`src/rtl/decode_stage.sv`:
```
module decode_stage #(
  parameter int XLEN   = 32,
  parameter int AOP_W  = 4,
  parameter int FWD_W  = 2,
  parameter logic [5:0] EXEMPT_OPC = 6'd9
) (
  input  logic             clk,
  input  logic             rst_n,
  input  logic [31:0]      ifid_instr,
  input  logic             ctl_st_sel,
  input  logic             ctl_shift,
  input  logic             ctl_sext,
  input  logic             ctl_wz,
  input  logic             ctl_wreg,
  input  logic             ctl_wmem,
  input  logic             ctl_load,
  input  logic [AOP_W-1:0] ctl_aluop,
  input  logic             ctl_isstore,
  input  logic             ctl_btaken,
  input  logic [FWD_W-1:0] fwd_a,
  input  logic [FWD_W-1:0] fwd_b,
  input  logic             st_byp,
  input  logic             lu_hazard,
  input  logic             exmem_btaken,
  output logic [4:0]       rd_idx_a,
  output logic [4:0]       rd_idx_b,
  input  logic [XLEN-1:0]  rd_data_a,
  input  logic [XLEN-1:0]  rd_data_b,
  output logic [XLEN-1:0]  idex_opa,
  output logic [XLEN-1:0]  idex_opb,
  output logic [XLEN-1:0]  idex_imm,
  output logic [4:0]       idex_rd,
  output logic             idex_wz,
  output logic             idex_wreg,
  output logic             idex_wmem,
  output logic             idex_load,
  output logic [AOP_W-1:0] idex_aluop,
  output logic [FWD_W-1:0] idex_fwd_a,
  output logic [FWD_W-1:0] idex_fwd_b,
  output logic             idex_st_byp,
  output logic             idex_isstore,
  output logic             idex_btaken
);
  localparam int IMM_W = 16;
  localparam int IDX_W = 5;

  logic [5:0]       opc;
  logic [IDX_W-1:0] f_rs1, f_rd, f_lo;
  logic             keep;
  logic [XLEN-1:0]  opa_n, imm_n;

  assign opc   = ifid_instr[31:26];
  assign f_rd  = ifid_instr[25:21];
  assign f_rs1 = ifid_instr[20:16];
  assign f_lo  = ifid_instr[4:0];

  assign rd_idx_a = f_rs1;
  assign rd_idx_b = ctl_st_sel ? f_rd : f_lo;

  assign keep  = (!lu_hazard || opc == EXEMPT_OPC) && !exmem_btaken;
  assign opa_n = ctl_shift ? {{(XLEN-IDX_W){1'b0}}, f_rs1} : rd_data_a;
  assign imm_n = ctl_sext ? {{(XLEN-IMM_W){ifid_instr[IMM_W-1]}}, ifid_instr[IMM_W-1:0]}
                          : {{(XLEN-IMM_W){1'b0}}, ifid_instr[IMM_W-1:0]};

  always_ff @(posedge clk or negedge rst_n) begin
    if (!rst_n) begin
      idex_opa     <= '0;
      idex_opb     <= '0;
      idex_imm     <= '0;
      idex_rd      <= '0;
      idex_wz      <= 1'b0;
      idex_wreg    <= 1'b0;
      idex_wmem    <= 1'b0;
      idex_load    <= 1'b0;
      idex_aluop   <= '0;
      idex_fwd_a   <= '0;
      idex_fwd_b   <= '0;
      idex_st_byp  <= 1'b0;
      idex_isstore <= 1'b0;
      idex_btaken  <= 1'b0;
    end else begin
      idex_opa     <= opa_n;
      idex_opb     <= rd_data_b;
      idex_imm     <= imm_n;
      idex_rd      <= f_rd;
      idex_wz      <= ctl_wz   & keep;
      idex_wreg    <= ctl_wreg & keep;
      idex_wmem    <= ctl_wmem & keep;
      idex_load    <= ctl_load;
      idex_aluop   <= ctl_aluop;
      idex_fwd_a   <= fwd_a;
      idex_fwd_b   <= fwd_b;
      idex_st_byp  <= st_byp;
      idex_isstore <= ctl_isstore;
      idex_btaken  <= ctl_btaken;
    end
  end
endmodule

```
`config.mk`:
```
export PLATFORM = sky130hd
export DESIGN_NAME = decode_stage
export DESIGN_NICKNAME = d
export VERILOG_FILES = /design/src/rtl/decode_stage.sv
export SDC_FILE = /design/constraint.sdc
export NUM_CORES = 1
export LEC_CHECK = 0
export BUFFER_PORTS_ARGS = -buffer_cell sky130_fd_sc_hd__buf_2
export CAP_MARGIN = 20
export CELL_PAD_IN_SITES_DETAIL_PLACEMENT = 1
export CELL_PAD_IN_SITES_GLOBAL_PLACEMENT = 2
export CORE_MARGIN = 1.5
export CORE_UTILIZATION = 24
export CTS_CLUSTER_DIAMETER = 120
export DETAILED_ROUTE_END_ITERATION = 10
export PLACE_DENSITY_LB_ADDON = 0.1
export SLEW_MARGIN = 20
export SYNTH_ARGS = -nofsm -noshare
export SYNTH_HDL_FRONTEND = slang
export SYNTH_SLANG_ARGS = --single-unit
```
`constraint.sdc`:
```
create_clock -name clk -period 2.2 [get_ports clk]
set_input_delay 0.11 -clock clk [delete_from_list [all_inputs] [get_ports clk]]
set_output_delay 0.11 -clock clk [all_outputs]
set_load 0.01 [all_outputs]
```
==> results of run 1 <==
==> Yosys cell counts <==
master | instances | share of area
dfrtp_1 | 101 | 0.83
nor2b_1 | 27 | 0.055
buf_4 | 20 | 0.049
mux2_2 | 10 | 0.037
or4b_1 | 3 | 0.0098
clkbuf_1 | 2 | 0.0025
o2bb2ai_1 | 2 | 0.0057
a2bb2o_2 | 1 | 0.0037
and2_1 | 1 | 0.0021
buf_2 | 1 | 0.0016
nand4bb_1 | 1 | 0.0037
nor2_1 | 1 | 0.0012
==> final cells by class <==
cell class	instances	area share
timing repair buffer	348	0.403
clock buffer	10	0.0405
tap	172	0.0381
sequential	101	0.447
clock inverter	6	0.00709
multi-input combinational	46	0.0640
==> metal layers <==
layer / track usage / part of all wire
met4: 0.0805 / 0.025
met3: 0.0497 / 0.097
met5: 0 / 0
met2: 0.253 / 0.52
met1: 0.157 / 0.35
==> cells in the final DEF (no fill, tap or decap) <==
cell type	instances
a2bb2o_2	1
and2_1	1
buf_12	1
buf_2	242
buf_4	2
clkbuf_1	1
clkbuf_16	9
clkinv_2	3
clkinv_4	2
clkinvlp_4	1
dfrtp_1	101
dlygate4sd3_1	103
mux2_2	10
nand4bb_1	1
nor2_1	1
nor2b_1	27
o2bb2ai_1	2
or4b_1	3
==> cells by family after synthesis <==
family                 after synthesis
DFF                                101
and+or+nand+nor                     33
buffers and inverters               23
muxes                               10
AOI/OAI and AO/OA                    3
==> worst max-delay path: stages <==
cell	delay, ns
dlygate4sd3_1	0.53
buf_2	0.12
mux2_2	0.25
dlygate4sd3_1	0.55
==> path summary, 6_finish.rpt <==
| check | to | slack [ns] | depth (start not counted) |
|---|---|---|---|
| worst max-delay path | idex_opa[2] | 0.87 | 4 |
| worst min-delay path | idex_opa[10] | 0.02 | 2 |
| min in group asynchronous | idex_opb[20] | 0.23 | 2 |
| max in group asynchronous | idex_fwd_b[0] | 1.22 | 3 |
==> state kept, by name (all words and copies together), names as in the netlist <==
signal	flops
idex_imm	17
idex_aluop	4
idex_wreg	1
idex_btaken	1
idex_fwd_b	2
idex_wz	1
idex_load	1
idex_isstore	1
idex_opa	32
idex_st_byp	1
idex_opb	32
idex_fwd_a	2
idex_rd	5
idex_wmem	1
==> stage by stage <==
stage | cell area, µm² | util
2_1_floorplan | 3050 | -
3_3_place_gp | 4350 | 0.348
3_5_place_dp | 4350 | 0.348
4_1_cts | 5650 | 0.451
5_1_grt | 5650 | 0.451
6_report | 5650 | 0.451
==> what timing repair did <==
item / in CTS / in global routing
buffers inserted: 0 / 0
resized for setup: 0 / 0
hold buffers: 103 / 0
hold endpoints to repair: 124 / 0
==> power by group <==
part | internal, mW | switching, mW | total, mW
sequential | 1.95 | 0.0255 | 1.98
combinational | 0.310 | 0.240 | 0.549
clock | 0.765 | 0.692 | 1.46
total | 3.03 | 0.957 | 3.98
==> flow_summary.json, run 1 <==
{
  "cts_buffers": 9,
  "dr.pass1.iters": 4,
  "io_pins": 244,
  "synthXorXnorAreaFrac": 0,
  "die_x_um": 116,
  "hold_viol": 0,
  "first_global_vias": 2762,
  "placedCellCount": 564,
  "relSlewSlack": 0.608,
  "fin_setup_tns_ns": 0,
  "rsz0062_at_grt": "no",
  "area_delta_synth_final_pct": 85.2,
  "clock_path_buffers": 2,
  "drt-vias-per-instance": 3.79,
  "hold_class": "in2reg",
  "cp_data_required_time_ns": 2.43,
  "irDropWorstVdd_v": 0.000304,
  "die_area_um2": 13400,
  "status": "completed",
  "fp.coreArea_um2": 12500,
  "startpoint": "rd_data_a[2]",
  "synth_cells": 170,
  "cts_sinks": 101,
  "final.min_clock_period_ns": 1.33,
  "tritoncts": "done",
  "nets": 624,
  "finalMaxSlewViolations": 0,
  "finalSetupViolations": 0,
  "ys_types": 12,
  "worstMarginPinSlew_ns": 0.587,
  "drt-initial-drc-count": 46,
  "grt-ovfl-total": 0,
  "place_ws_ns": 1.06,
  "dp_hpwl_um": 6610,
  "grt_usage": 0.146,
  "synth_top_family_by_area": "simple AND/OR/NAND/NOR gates",
  "fin_cells": 683,
  "synth_seq_area_share": 0.828,
  "cts.htree.levels": 3,
  "start_kind": "input pin",
  "p_leak_nw": 2.91,
  "wl_um": 9740,
  "netlist_area_um2": 3050,
  "layout-drive-gt1-share": 0.530,
  "regArea_um2": 2530,
  "fin_ws_ns": 0.870,
  "numPortBuffers": 243,
  "synthMuxAreaShare": 0.0369,
  "clk_pin_slew_worst_paths_ns": 0.07,
  "grt_antenna_before_repair": 0,
  "antenna_left": 0,
  "drv_cap": 0,
  "vias": 2588,
  "synth-adder-area-share": 0,
  "wire_per_inst_um": 14.3,
  "min_from": "rd_data_a[10]",
  "yosysWarnings": 0,
  "fmax_ghz": 0.752,
  "avgSynthCellArea_um2": 18.0,
  "route.detailed.drc": 0,
  "grt_max_degree": 44,
  "ys_seq_elements": 101,
  "fp.dieH_um": 116,
  "syn_nets": 288,
  "arrival_ns": 1.56,
  "rows": 41,
  "fillers": 1386,
  "clockRootBuffer": "clkbuf_16",
  "multiInputGateArea_um2": 362,
  "fin_crit_sh": 0.604,
  "antenna_cells": 0,
  "powerDensity_nw_per_um2": 705,
  "cp-end-kind": "register",
  "p_total_mw": 3.98,
  "gp_congestion": 0.705,
  "path_class": "in2reg",
  "synth_compound_area_frac": 0.00943,
  "synth-simple-area-share": 0.0722,
  "whs_ns": 0.0218,
  "grt_pass1_wl_um": 14300,
  "cp_max_fo": 1,
  "start_util": 0.244
}
Power figures use the tool's default switching activity.
==> run 2, diff against run 1 <==
CORE_UTILIZATION = 23   (was 24)
clock period = 1.3 ns   (was 2.2 ns; I/O delays follow)
==> flow_summary.json, run 2 (synthesis gave the netlist of run 1 again) <==
{
  "status": "completed",
  "path_class": "in2reg",
  "powerDensity_nw_per_um2": 1280,
  "fp.dieH_um": 118,
  "clockRootBuffer": "clkbuf_16",
  "tritoncts": "done",
  "fmax_ghz": 0.770,
  "path_cells": "dlygate4sd3_1, buf_2, mux2_2, dlygate4sd3_1",
  "placed_area_um2": 4360,
  "p_leak_nw": 2.97,
  "hold_class": "in2reg",
  "vias": 2649,
  "drt-initial-drc-count": 44,
  "dr.pass1.iters": 3,
  "crit_top_cell": "dlygate4sd3_1",
  "final.min_clock_period_ns": 1.30,
  "drv_cap": 0,
  "grt-ovfl-total": 0,
  "cts.htree.levels": 3,
  "die_x_um": 118,
  "placedCellCount": 565,
  "arrival_ns": 1.52,
  "irDropWorstVdd_v": 0.000516,
  "final_common_cell": "buf_2",
  "fin_crit_sh": 0.999,
  "grt_usage": 0.152,
  "io_pins": 244,
  "clk_pin_slew_worst_paths_ns": 0.07,
  "finish.instance_area_um2": 5790,
  "grt_pass1_wl_um": 16100,
  "cp-end-kind": "register",
  "dp_hpwl_um": 6890,
  "antenna_cells": 0,
  "start_kind": "input pin",
  "cp_data_required_time_ns": 1.52,
  "final_cell_mix": "242 x buf_2, 109 x dlygate4sd3_1, 101 x dfrtp_1, 27 x nor2b_1, 10 x mux2_2",
  "area_delta_synth_final_pct": 89.9,
  "start_util": 0.239,
  "hold_viol": 0,
  "rows": 41,
  "p_total_mw": 7.40,
  "first_global_vias": 2941,
  "fin_cells": 690,
  "cts_sinks": 101,
  "relSlewSlack": 0.647,
  "grt_antenna_before_repair": 0,
  "nets": 631,
  "finalMaxSlewViolations": 0,
  "cts_buffers": 9,
  "wl_um": 10300,
  "grt_max_degree": 102,
  "layout-drive-gt1-share": 0.525,
  "numPortBuffers": 243,
  "drt-vias-per-instance": 3.84,
  "post_cts.repair.setup_buffers": 0,
  "rsz0062_at_grt": "no",
  "wire_per_inst_um": 14.9,
  "cp_max_fo": 1,
  "largestRegisters": "idex_opa: 32 flops, idex_opb: 32 flops, idex_imm: 17 flops",
  "route.detailed.drc": 0,
  "gp_congestion": 0.739,
  "die_area_um2": 14000,
  "fin_util": 0.454,
  "antenna_left": 0,
  "clock_path_buffers": 2,
  "crit_slowest_cell": "dlygate4sd3_1",
  "finalSetupViolations": 0,
  "critPathMaxStageDelay_ns": 0.55,
  "fp.coreArea_um2": 12800,
  "worstMarginPinSlew_ns": 0.530,
  "fin_setup_tns_ns": 0
}
run 2: worst paths after layout:
check | startpoint | endpoint | slack [ns] | depth (start not counted)
setup / recovery | rd_data_a[0] | idex_opa[0] | 0.001 | 4
hold / removal | ifid_instr[30] | idex_wmem | 0.03 | 3
max in group asynchronous | rst_n | idex_opa[21] | 0.56 | 3
min in group asynchronous | rst_n | idex_imm[11] | 0.33 | 3
run 2: repair_timing:
action,in CTS,in global routing
resized for setup,0,0
endpoints found under the hold margin,202,0
hold buffers,109,0
run 2: cell type report:
| class | instances | area, µm² |
|---|---|---|
| clock inverter | 6 | 116 |
| tap | 172 | 215 |
| timing repair buffer | 355 | 2340 |
| sequential | 101 | 2530 |
| fill | 1401 | 6980 |
| clock buffer | 10 | 229 |
| multi-input combinational | 46 | 362 |
run 2: power breakdown:
group          switching [mW]  total, mW  leakage [nW]  internal (mW)
clock network            1.20       3.10         0.168           1.90
logic                   0.413      0.953          1.59          0.540
registers              0.0410       3.34          1.22           3.30
total                    1.65       7.40          2.97           5.74
run 2: through the flow:
| stage | hold WS (ns) | setup WS [ns] |
|---|---|---|
| 6_report | 0.0289 | 0.00124 |
| 3_5_place_dp | 0.175 | 0.337 |
| 4_1_cts | 0.00829 | 0.0318 |
| 5_1_grt | 0.0563 | 0.000720 |
| 3_3_place_gp | 0.173 | 0.319 |
| 2_1_floorplan | -0.231 | 0.461 |
run 2: worst max-delay path: cells and delay by family:
kind | cells | cell delay, ns
multiplexers | 1 | 0.24
buffers and inverters | 3 | 1.21
run 2: routing by layer:
layer	routed length [µm]	up-vias	GRT usage	part of all wire
met4	292	0	0.0770	0.028
met1	3500	1281	0.150	0.34
met2	5470	144	0.276	0.53
met5	0	-	0	0
li1	-	1206	-	-
met3	994	18	0.0594	0.097
